===== config.mk =====
export PLATFORM = sky130hd
export DESIGN_NAME = pwm_bank
export DESIGN_NICKNAME = d
export VERILOG_FILES = /design/src/rtl/pwm_bank_pkg.sv /design/src/rtl/pwm_regfile.sv /design/src/rtl/pwm_prescaler.sv /design/src/rtl/pwm_channel.sv /design/src/rtl/pwm_bank.sv
export SDC_FILE = /design/constraint.sdc
export NUM_CORES = 2
export LEC_CHECK = 0
export CAP_MARGIN = 25
export CORE_MARGIN = 1
export CORE_UTILIZATION = 64
export CTS_CLUSTER_DIAMETER = 60
export CTS_CLUSTER_SIZE = 40
export DETAILED_ROUTE_END_ITERATION = 6
export PLACE_DENSITY = 0.88
export SLEW_MARGIN = 30
export SYNTH_ARGS = -nofsm -noshare
export SYNTH_HDL_FRONTEND = slang
export SYNTH_SLANG_ARGS = --single-unit

===== constraint.sdc =====
create_clock -name clk -period 5.63 [get_ports clk]
set_clock_uncertainty 0.15 [all_clocks]
set_input_delay 0.8445 -clock clk [delete_from_list [all_inputs] [get_ports clk]]
set_output_delay 0.8445 -clock clk [all_outputs]
set_load 0.02 [all_outputs]

===== src/rtl/pwm_bank_pkg.sv =====
package pwm_bank_pkg;

   // control word bit positions (software-visible layout)
   localparam int C_DIVL_LSB = 0;
   localparam int C_DIVH_LSB = 8;
   localparam int C_PIN      = 12;
   localparam int C_OD       = 13;
   localparam int C_INV      = 14;
   localparam int C_RUN      = 16;
   localparam int C_NOSYNC   = 17;

   // waveform word bit positions
   localparam int W_RISE_LSB = 0;
   localparam int W_FALL_LSB = 8;
   localparam int W_TERM_LSB = 24;

   localparam int DIVL_W = 8;
   localparam int DIVH_W = 4;
   localparam int CNT_W  = 8;

   typedef struct packed {
      logic              nosync;
      logic              run;
      logic              inv;
      logic              od;
      logic              pin;
      logic [DIVH_W-1:0] divh;
      logic [DIVL_W-1:0] divl;
   } ctrl_t;

   typedef struct packed {
      logic [CNT_W-1:0] term;
      logic [CNT_W-1:0] fall;
      logic [CNT_W-1:0] rise;
   } wave_t;

   // settings that pass through the shadow stage
   typedef struct packed {
      logic [DIVH_W-1:0] divh;
      logic [DIVL_W-1:0] divl;
      wave_t             wave;
   } shadow_t;

endpackage


===== src/rtl/pwm_regfile.sv =====
module pwm_regfile
   import pwm_bank_pkg::*;
#(
   parameter int N_CH      = 16,
   parameter int ADDR_W    = 8,
   parameter int SLOT_BYTES = 16
) (
   input  logic                 clk,
   input  logic                 rst_n,
   input  logic                 wr,
   input  logic [ADDR_W-1:0]    addr,
   input  logic [31:0]          wdata,
   output logic [31:0]          rdata,
   output ctrl_t [N_CH-1:0]     ctrl_q,
   output wave_t [N_CH-1:0]     wave_q
);

   localparam int SLOT_W = $clog2(SLOT_BYTES);
   localparam int IDX_W  = ADDR_W - SLOT_W;
   localparam logic [SLOT_W-1:0] OFF_CTRL = SLOT_W'(0);
   localparam logic [SLOT_W-1:0] OFF_WAVE = SLOT_W'(4);

   logic [IDX_W-1:0]  idx;
   logic [SLOT_W-1:0] off;
   ctrl_t             ctrl_new;
   wave_t             wave_new;
   logic              unused_wbits;

   assign idx = addr[ADDR_W-1:SLOT_W];
   assign off = addr[SLOT_W-1:0];

   assign ctrl_new = '{nosync: wdata[C_NOSYNC], run: wdata[C_RUN], inv: wdata[C_INV],
                       od: wdata[C_OD], pin: wdata[C_PIN],
                       divh: wdata[C_DIVH_LSB +: DIVH_W], divl: wdata[C_DIVL_LSB +: DIVL_W]};
   assign wave_new = '{term: wdata[W_TERM_LSB +: CNT_W], fall: wdata[W_FALL_LSB +: CNT_W],
                       rise: wdata[W_RISE_LSB +: CNT_W]};
   assign unused_wbits = ^{wdata[31:18], wdata[15]};

   for (genvar c = 0; c < N_CH; c++) begin : g_slot
      always_ff @(posedge clk or negedge rst_n) begin
         if (!rst_n) begin
            ctrl_q[c] <= '0;
            wave_q[c] <= '0;
         end else if (wr && idx == IDX_W'(c)) begin
            if (off == OFF_CTRL) ctrl_q[c] <= ctrl_new;
            if (off == OFF_WAVE) wave_q[c] <= wave_new;
         end
      end
   end

   always_comb begin
      rdata = '0;
      for (int c = 0; c < N_CH; c++) begin
         if (idx == IDX_W'(c)) begin
            if (off == OFF_CTRL) begin
               rdata[C_DIVL_LSB +: DIVL_W] = ctrl_q[c].divl;
               rdata[C_DIVH_LSB +: DIVH_W] = ctrl_q[c].divh;
               rdata[C_PIN]    = ctrl_q[c].pin;
               rdata[C_OD]     = ctrl_q[c].od;
               rdata[C_INV]    = ctrl_q[c].inv;
               rdata[C_RUN]    = ctrl_q[c].run;
               rdata[C_NOSYNC] = ctrl_q[c].nosync;
            end else if (off == OFF_WAVE) begin
               rdata[W_RISE_LSB +: CNT_W] = wave_q[c].rise;
               rdata[W_FALL_LSB +: CNT_W] = wave_q[c].fall;
               rdata[W_TERM_LSB +: CNT_W] = wave_q[c].term;
            end
         end
      end
   end

endmodule


===== src/rtl/pwm_prescaler.sv =====
module pwm_prescaler #(
   parameter int LIN_W = 8,
   parameter int POW_W = 4
) (
   input  logic             clk,
   input  logic             rst_n,
   input  logic             run,
   input  logic [LIN_W-1:0] divl,
   input  logic [POW_W-1:0] divh,
   output logic             tick
);

   // the power-of-two stage counts up to 2^(2^POW_W - 1) - 1
   localparam int LIM_W = 1 << POW_W;

   logic [LIN_W-1:0] lin_q;
   logic [LIM_W-2:0] pow_q;
   logic [LIM_W-1:0] pow_lim;
   logic             lin_wrap;
   logic             pow_wrap;

   assign pow_lim  = (LIM_W'(1) << divh) - LIM_W'(1);
   // >= keeps the stages bounded if a smaller divider lands mid-count
   assign lin_wrap = lin_q >= divl;
   assign pow_wrap = {1'b0, pow_q} >= pow_lim;
   assign tick     = run && lin_wrap && pow_wrap;

   always_ff @(posedge clk or negedge rst_n) begin
      if (!rst_n) begin
         lin_q <= '0;
         pow_q <= '0;
      end else if (!run) begin
         lin_q <= '0;
         pow_q <= '0;
      end else if (lin_wrap) begin
         lin_q <= '0;
         pow_q <= pow_wrap ? '0 : pow_q + 1'b1;
      end else begin
         lin_q <= lin_q + 1'b1;
      end
   end

endmodule


===== src/rtl/pwm_channel.sv =====
module pwm_channel
   import pwm_bank_pkg::*;
(
   input  logic  clk,
   input  logic  rst_n,
   input  ctrl_t ctrl,
   input  wave_t wave,
   output logic  pin_o,
   output logic  pin_oe
);

   shadow_t          staged;
   shadow_t          act_q;
   logic [CNT_W-1:0] cnt_q;
   logic             tick;
   logic             wrap;
   logic             in_window;
   logic             shaped;

   assign staged = '{divh: ctrl.divh, divl: ctrl.divl, wave: wave};

   pwm_prescaler #(.LIN_W(DIVL_W), .POW_W(DIVH_W)) i_presc (
      .clk  (clk),
      .rst_n(rst_n),
      .run  (ctrl.run),
      .divl (act_q.divl),
      .divh (act_q.divh),
      .tick (tick)
   );

   assign wrap = tick && (cnt_q >= act_q.wave.term);

   always_ff @(posedge clk or negedge rst_n) begin
      if (!rst_n) begin
         cnt_q <= '0;
      end else if (!ctrl.run) begin
         cnt_q <= '0;
      end else if (tick) begin
         cnt_q <= wrap ? '0 : cnt_q + 1'b1;
      end
   end

   // shadow stage: free-flowing while gated or in immediate mode,
   // otherwise reloaded only where the counter wraps
   always_ff @(posedge clk or negedge rst_n) begin
      if (!rst_n) begin
         act_q <= '0;
      end else if (!ctrl.run || ctrl.nosync || wrap) begin
         act_q <= staged;
      end
   end

   always_comb begin
      if (act_q.wave.rise == act_q.wave.fall)
         in_window = 1'b1;
      else if (act_q.wave.rise < act_q.wave.fall)
         in_window = (cnt_q >= act_q.wave.rise) && (cnt_q < act_q.wave.fall);
      else
         in_window = (cnt_q >= act_q.wave.rise) || (cnt_q < act_q.wave.fall);
   end

   // gate, inversion and pin enable act on live control bits
   assign shaped = (ctrl.run && in_window) ^ ctrl.inv;
   assign pin_o  = ctrl.pin && shaped;
   assign pin_oe = ctrl.od ? !pin_o : 1'b1;

endmodule


===== src/rtl/pwm_bank.sv =====
module pwm_bank
   import pwm_bank_pkg::*;
#(
   parameter int N_CH       = 16,
   parameter int SLOT_BYTES = 16,
   parameter int ADDR_W     = 8
) (
   input  logic              clk,
   input  logic              rst_n,
   input  logic              reg_wr,
   input  logic [ADDR_W-1:0] reg_addr,
   input  logic [31:0]       reg_wdata,
   output logic [31:0]       reg_rdata,
   output logic [N_CH-1:0]   pwm_out,
   output logic [N_CH-1:0]   pwm_oe
);

   localparam int SLOT_W = $clog2(SLOT_BYTES);
   localparam int IDX_W  = ADDR_W - SLOT_W;

   if (N_CH < 1 || IDX_W < 1 || N_CH > (1 << IDX_W)) begin : g_bad_addr
      $error("pwm_bank: ADDR_W too narrow for N_CH channels");
   end
   if (SLOT_BYTES < 8 || (1 << SLOT_W) != SLOT_BYTES) begin : g_bad_slot
      $error("pwm_bank: SLOT_BYTES must be a power of two of at least 8");
   end

   ctrl_t [N_CH-1:0] ctrl_q;
   wave_t [N_CH-1:0] wave_q;

   pwm_regfile #(.N_CH(N_CH), .ADDR_W(ADDR_W), .SLOT_BYTES(SLOT_BYTES)) i_regs (
      .clk   (clk),
      .rst_n (rst_n),
      .wr    (reg_wr),
      .addr  (reg_addr),
      .wdata (reg_wdata),
      .rdata (reg_rdata),
      .ctrl_q(ctrl_q),
      .wave_q(wave_q)
   );

   for (genvar c = 0; c < N_CH; c++) begin : g_ch
      pwm_channel i_ch (
         .clk   (clk),
         .rst_n (rst_n),
         .ctrl  (ctrl_q[c]),
         .wave  (wave_q[c]),
         .pin_o (pwm_out[c]),
         .pin_oe(pwm_oe[c])
      );
   end

endmodule


======== Word level (Yosys, flattened, before mapping) ========
Cells that the tools add are included.
storage, ports and cells
  register bits ........................... 1728
  logic and storage cells ................. 1084
  output and inout bits ................... 64
  input port bits ......................... 43
cells by class
  equality and inequality tests ........... 64
  bitwise logic cells ..................... 16
  reduce and logical (&&, ||, !) cells .... 226
  $lt $le $gt $ge ......................... 96
  shift-type cells ........................ 16
  mux-type cells .......................... 314
  $add $sub $neg .......................... 64
operators with widths
  cell                                                   number
  2-to-1 mux 8 bit                                       128
  2-to-1 mux 15 bit                                      64
  2-to-1 mux 16 bit                                      26
  >= comparator 8 bit                                    48
  2-to-1 mux 18 bit                                      16
  adder 8 x 1 -> 8 bit, second input constant            32
  >= comparator 15 x 16 -> 1 bit                         16
  less-than comparator 8 bit                             32
  << shifter 1 x 4 -> 16 bit, first input constant       16
  subtractor 16 x 2 -> 16 bit, second input constant     16
  adder 15 x 1 -> 15 bit, second input constant          16
  equality test 8 bit                                    16
  logical AND 1 bit                                      112
  2-to-1 mux 1 bit                                       64
  inequality test 2 x 1 -> 1 bit, second input constant  32
  AND reduction 2 bit                                    32
  logical OR 1 bit                                       48
  equality test 4 bit, second input constant             8
  logical NOT 1 bit                                      32
  2-to-1 mux 2 bit                                       16
  equality test 4 x 3 -> 1 bit, second input constant    5
  bitwise XOR 1 bit                                      16
  equality test 4 x 2 -> 1 bit, second input constant    2
  logical NOT 4 bit                                      2
  equality test 4 x 1 -> 1 bit, second input constant    1

======== Logic depth before layout (Yosys ltp) ========
  depth in word-level cells ............... 59
  mapped depth ............................ 19
  depth with buffers taken out ............ 15

======== Cells and area by module ========
Synthesis repeated with hierarchy kept, for this count alone.
unflattened totals
  cell total of the unflattened synthesis .. 9836
  area total of the unflattened synthesis .. 104489.0 um2
modules (own cells, without submodules)
  module                                      cells each  area an instance (um2)  instances
  pwm_channel                                 224         2563.7                  16
  pwm_regfile                                 2500        31552.8                 1
  pwm_prescaler at g_ch[0].i_ch.i_presc ...   235         1984.4                  10
  pwm_prescaler at g_ch[14].i_ch.i_presc ...  234         2015.7                  5
  pwm_prescaler at g_ch[9].i_ch.i_presc       232         1994.4                  1

======== Worst setup path before layout ========
Ideal clock, no wire load.
  kind .................................... register -> register
  from .................................... register g_ch[0].i_ch.act_q[34] (netlist bit)
  to ...................................... register g_ch[0].i_ch.act_q[0] (netlist bit)
  cell stages (with the launch flop) ...... 19
  slack ................................... 1.180 ns
  arrival time ............................ 4.176 ns
  period minus slack after synthesis ...... 4.450 ns
  library setup time ...................... 0.125 ns
  data required time ...................... 5.355 ns
  path buffers ............................ 4
  cell sequence ........................... dfrtp_1 clkbuf_1 nor3_1 nand2b_1 ha_1 clkbuf_1 or2_2 o22a_1 o22a_1 ha_1 nand4_1 a2111oi_0 o31a_1 a311o_1 nand2b_1 buf_2 o21ai_2 buf_4 mux2_2
on the way
  cells in the longest elaborated chain, start to end .. 6
RTL lines
  item                            RTL line             text
  start, declared                 pwm_channel.sv:13    shadow_t act_q;
  start signal, assigned          pwm_channel.sv:49    act_q <= staged;
  << shifter 1 x 4 -> 16 bit      pwm_prescaler.sv:22  assign pow_lim = (LIM_W'(1) << divh) - LIM_W'(1);
  subtractor 16 x 2 -> 16 bit     pwm_prescaler.sv:22
  >= comparator 15 x 16 -> 1 bit  pwm_prescaler.sv:25  assign pow_wrap = {1'b0, pow_q} >= pow_lim;
  logical AND 1 bit               pwm_prescaler.sv:26  assign tick = run && lin_wrap && pow_wrap;
  logical AND 1 bit               pwm_channel.sv:31    assign wrap = tick && (cnt_q >= act_q.wave.term);
  logical OR 1 bit                pwm_channel.sv:48    end else if (!ctrl.run || ctrl.nosync || wrap) begin
No other way between the ends.
A chain may end at the register's enable or synchronous reset.

======== Worst setup path after layout ========
  from .................................... register g_ch[2].i_ch.cnt_q[4]
  to ...................................... output port pwm_out[2]
on the way
  cells in the longest elaborated chain, start to end .. 7
  elaborated cells on any way between the ends .. 9
  classes of those cells .................. 2 x order compare; 2 x mux; 1 x bitwise; 4 x reduce/logical
RTL lines
  item                                                               RTL line                              text
  start, declared                                                    pwm_channel.sv:14                     logic [CNT_W-1:0] cnt_q;
  start signal, assigned                                             pwm_channel.sv:39                     cnt_q <= wrap ? '0 : cnt_q + 1'b1;
  >= comparator 8 bit or less-than comparator 8 bit (tied branches)  pwm_channel.sv:57, pwm_channel.sv:59
  logical OR 1 bit or logical AND 1 bit (tied branches)              pwm_channel.sv:59, pwm_channel.sv:57
  2-to-1 mux 1 bit *                                                 pwm_channel.sv:56                     else if (act_q.wave.rise < act_q.wave.fall)
  2-to-1 mux 1 bit *                                                 pwm_channel.sv:54                     if (act_q.wave.rise == act_q.wave.fall)
  logical AND 1 bit *                                                pwm_channel.sv:63                     assign shaped = (ctrl.run && in_window) ^ ctrl.inv;
  bitwise XOR 1 bit *                                                pwm_channel.sv:63
  logical AND 1 bit *                                                pwm_channel.sv:64                     assign pin_o = ctrl.pin && shaped;
  end, declared                                                      pwm_bank.sv:14                        output logic [N_CH-1:0] pwm_out,
Every way passes the cells marked *; elsewhere a longest branch is shown, timed or not.

==> run summary <==
Layout fillers = 10600
Pwr Density = 260 mW/mm²
Congestion Overflow GR = 0
Via count = 77500
Dominant cell type by area after synthesis = dfrtp_1
Outcome = finished with violations
Slew headroom = 0.258
Reg2reg start = g_ch[7].i_ch.act_q[35]
Io pins = 107
Post-synth EDFFs = 0
Final hold violations = 0
FF-to-FF path depth = 16
Total CTS buffers = 130
Fin crit period = 5.56 ns
Worst min-delay path startpoint = g_ch[10].i_ch.i_presc.pow_q[14]
Area share of the largest cell type after synthesis = 0.428
Total core area = 0.157 mm²
CP required = 4.64 ns
Yosys reg bits = 1728
Crit path DAT = 4.56 ns
Initial antenna violation count = 23
Fmax = 180 MHz
Ranking of synthesized cells by area = dfrtp_1, mux2_2, ha_1, mux2i_1, a21oi_1
Count leader, synth = dfrtp_1
Crit path max fanout = 7
Sequential-to-total area share from yosys stat = 0.428
Final Cell Area = 0.109 mm²
Worst slew pin tran = 1.11 ns
Combinational power share = 0.157
Die height = 399 µm
Buffers added on ports = 94
HPWL after DPL = 209000 µm
Die width = 399 µm
Hold Crit Class = register to register
Worst skew pair latency = 0.83 ns
Max cap viols = 0
Starting density of the core = 0.646
Clk network pwr share = 0.374
Hold depth = 1
First-pass GRT wire length = 449000 µm
Initial DRC Count = 8105
DR WL/cell = 25.4 µm
Global Route Usage Sum = 0.367
Peak VDD IR = 0.333 mV
Clk slew on worst S/H paths = 0.09 ns
Max-slew violation count = 0
Full die area = 0.160 mm²
Number of distinct library cells after synthesis = 98
Yosys warnings = 0
R2R setup slack = 0.43 ns
Vias in the first global route = 75600
Psw = 8.63 mW
GP Congestion = 1.05
Sequential Power Share = 0.469
Post-place instance area = 0.104 mm²
Clock root cell = clkbuf_16
Post-synthesis instance area = 0.101 mm²
Endpoints failing setup = 0
Critical path class = register to output pin
Post-route setup TNS = 0 ns
Most frequent cells after synthesis = dfrtp_1, mux2_2, ha_1, inv_1, nand2_1
Area growth, synth to finish = 8.24%
Share of cells above drive strength 1 = 0.199
Worst hold margin = 0.347 ns
WHS Endpoint = g_ch[10].i_ch.i_presc.pow_q[14]
TritonCTS clock tree = built
Synth Area per Inst = 10.7 µm²
Worst Setup Start Kind = register
Clock Path Buffers = 3
Final WL = 295000 µm
Pint = 19.8 mW
Standard-cell row count = 145
Async set or reset register ratio after synthesis = 1.00
Leak pwr = 52.5 nW
Tcrit/Tclk final = 0.987
R2R Path End = g_ch[7].i_ch.act_q[17]
Most used DFF post-synth = dfrtp_1
Crit path capture type = output pin
RSZ-0062 raised after global routing = false
CTS sink count = 1728
Net Sw Frac = 0.303
Routed Antenna Nets = 0
DRC = 1
H-tree depth = 4
DR vias/cell = 6.68
Failing checks = DRC
# nets final = 10400
1st-pass router iterations = 7
Largest net degree at the start of global routing = 167
Cells after synthesis = 9423
==> flip-flops by register name, summed over array words and instances, names as in the netlist <==
name / count
g_ch.i_ch.act_q: 576
g_ch.i_ch.cnt_q: 128
g_ch.i_ch.i_presc.lin_q: 128
g_ch.i_ch.i_presc.pow_q: 240
i_regs.ctrl_q: 272
i_regs.wave_q: 384
==> worst max-delay path by stage <==
stage	start	endpoint
6_report	g_ch[2].i_ch.cnt_q[4]	pwm_out[2]
5_1_grt	g_ch[2].i_ch.cnt_q[4]	pwm_out[2]
4_1_cts	g_ch[5].i_ch.cnt_q[4]	pwm_out[5]
3_5_place_dp	g_ch[7].i_ch.act_q[35]	g_ch[7].i_ch.act_q[20]
3_3_place_gp	g_ch[7].i_ch.act_q[35]	g_ch[7].i_ch.act_q[20]
2_1_floorplan	g_ch[0].i_ch.act_q[34]	g_ch[0].i_ch.act_q[0]
==> worst max-delay path: stages (launching register included) <==
cell and delay, ns:
dfrtp_1 0.49, ha_1 0.35, a21oi_1 0.15, nor2b_1 0.06, a2111oi_0 0.43, a21oi_1 0.15, maj3_1 0.35, a21boi_0 0.20
buf_4 0.18, mux2i_1 0.59, clkdlybuf4s50_1 0.78
==> kinds of logic (layout without fill, tap and decap cells) <==
family	count (synthesis)	after routing	synth area share
fa+ha+maj	944	944	0.116
other cells	1	23	0.0000371
mux	1510	1510	0.167
compound gates	1921	1921	0.126
xor+xnor	167	167	0.0145
flops	1728	1728	0.428
buf+inv	1075	1168	0.0435
simple gates	2077	2077	0.105
==> cell type report <==
class	instances	area (µm²)	area share
antenna	17	42.5	0.000389
timing repair buffer	315	2750	0.0252
tap	2058	2570	0.0235
multi-input combinational	6625	53600	0.490
clock inverter	93	1400	0.0128
inverter	613	2300	0.0210
clock buffer	147	3470	0.0317
sequential	1728	43200	0.395
==> power by group through the flow <==
stage | sequential, mW | clock (mW) | combinational [mW]
detailed placement | 13.6 | 0 | 4.33
floorplan | 13.3 | 0 | 3.03
CTS | 13.3 | 10.7 | 4.38
finish | 13.4 | 10.6 | 4.48
global route | 13.4 | 11.2 | 4.87
global placement | 13.5 | 0 | 4.13
==> through the flow <==
step	std cells	util	setup slack, ns	power [mW]
2_1_floorplan	9428	-	1.18	16.3
3_3_place_gp	11300	0.667	0.562	17.7
3_5_place_dp	11300	0.667	0.298	17.9
4_1_cts	11600	0.698	0.0582	28.4
5_1_grt	11600	0.699	0.0181	29.5
6_report	11600	0.699	0.0722	28.5
==> layout by cell type (no fill, tap or decap), drive strengths merged, types with 35 or more instances in the layout <==
cell	Yosys	routed
dfrtp	1728	1728
mux2	1258	1258
ha	928	928
inv	611	662
nand2	477	477
a21oi	468	468
nor2	372	372
o21ai	372	372
nand3	341	341
buf	145	262
mux2i	245	245
and3	191	191
a21o	159	159
nand2b	153	153
clkbuf	317	147
a31oi	142	142
o22ai	136	136
xor2	105	105
nor3	100	100
nor2b	98	98
nand4	68	68
o22a	67	67
nand3b	67	67
xnor2	62	62
a211oi	56	56
clkdlybuf4s50	0	52
o21a	51	51
a21boi	50	50
or2	49	49
o211ai	48	48
a22o	46	46
nor3b	41	41
a22oi	35	35
==> metal layers <==
layer,wire length [µm],track usage,up-vias
met2,130000,0.552,3326
met5,126,0,-
met4,16400,0.189,22
met3,29200,0.100,784
met1,119000,0.487,39000
li1,-,-,34300
==> timing repair <==
item                                    CTS  global route
hold endpoints to repair                 79             0
endpoints found under the setup margin    2            18
pin swaps                                 0             1
setup buffers                             0             5
gates cloned                              0             0
hold buffers                              1             0
gates resized for setup                   1             5
Note: power is estimated with default switching activity, not from simulation.
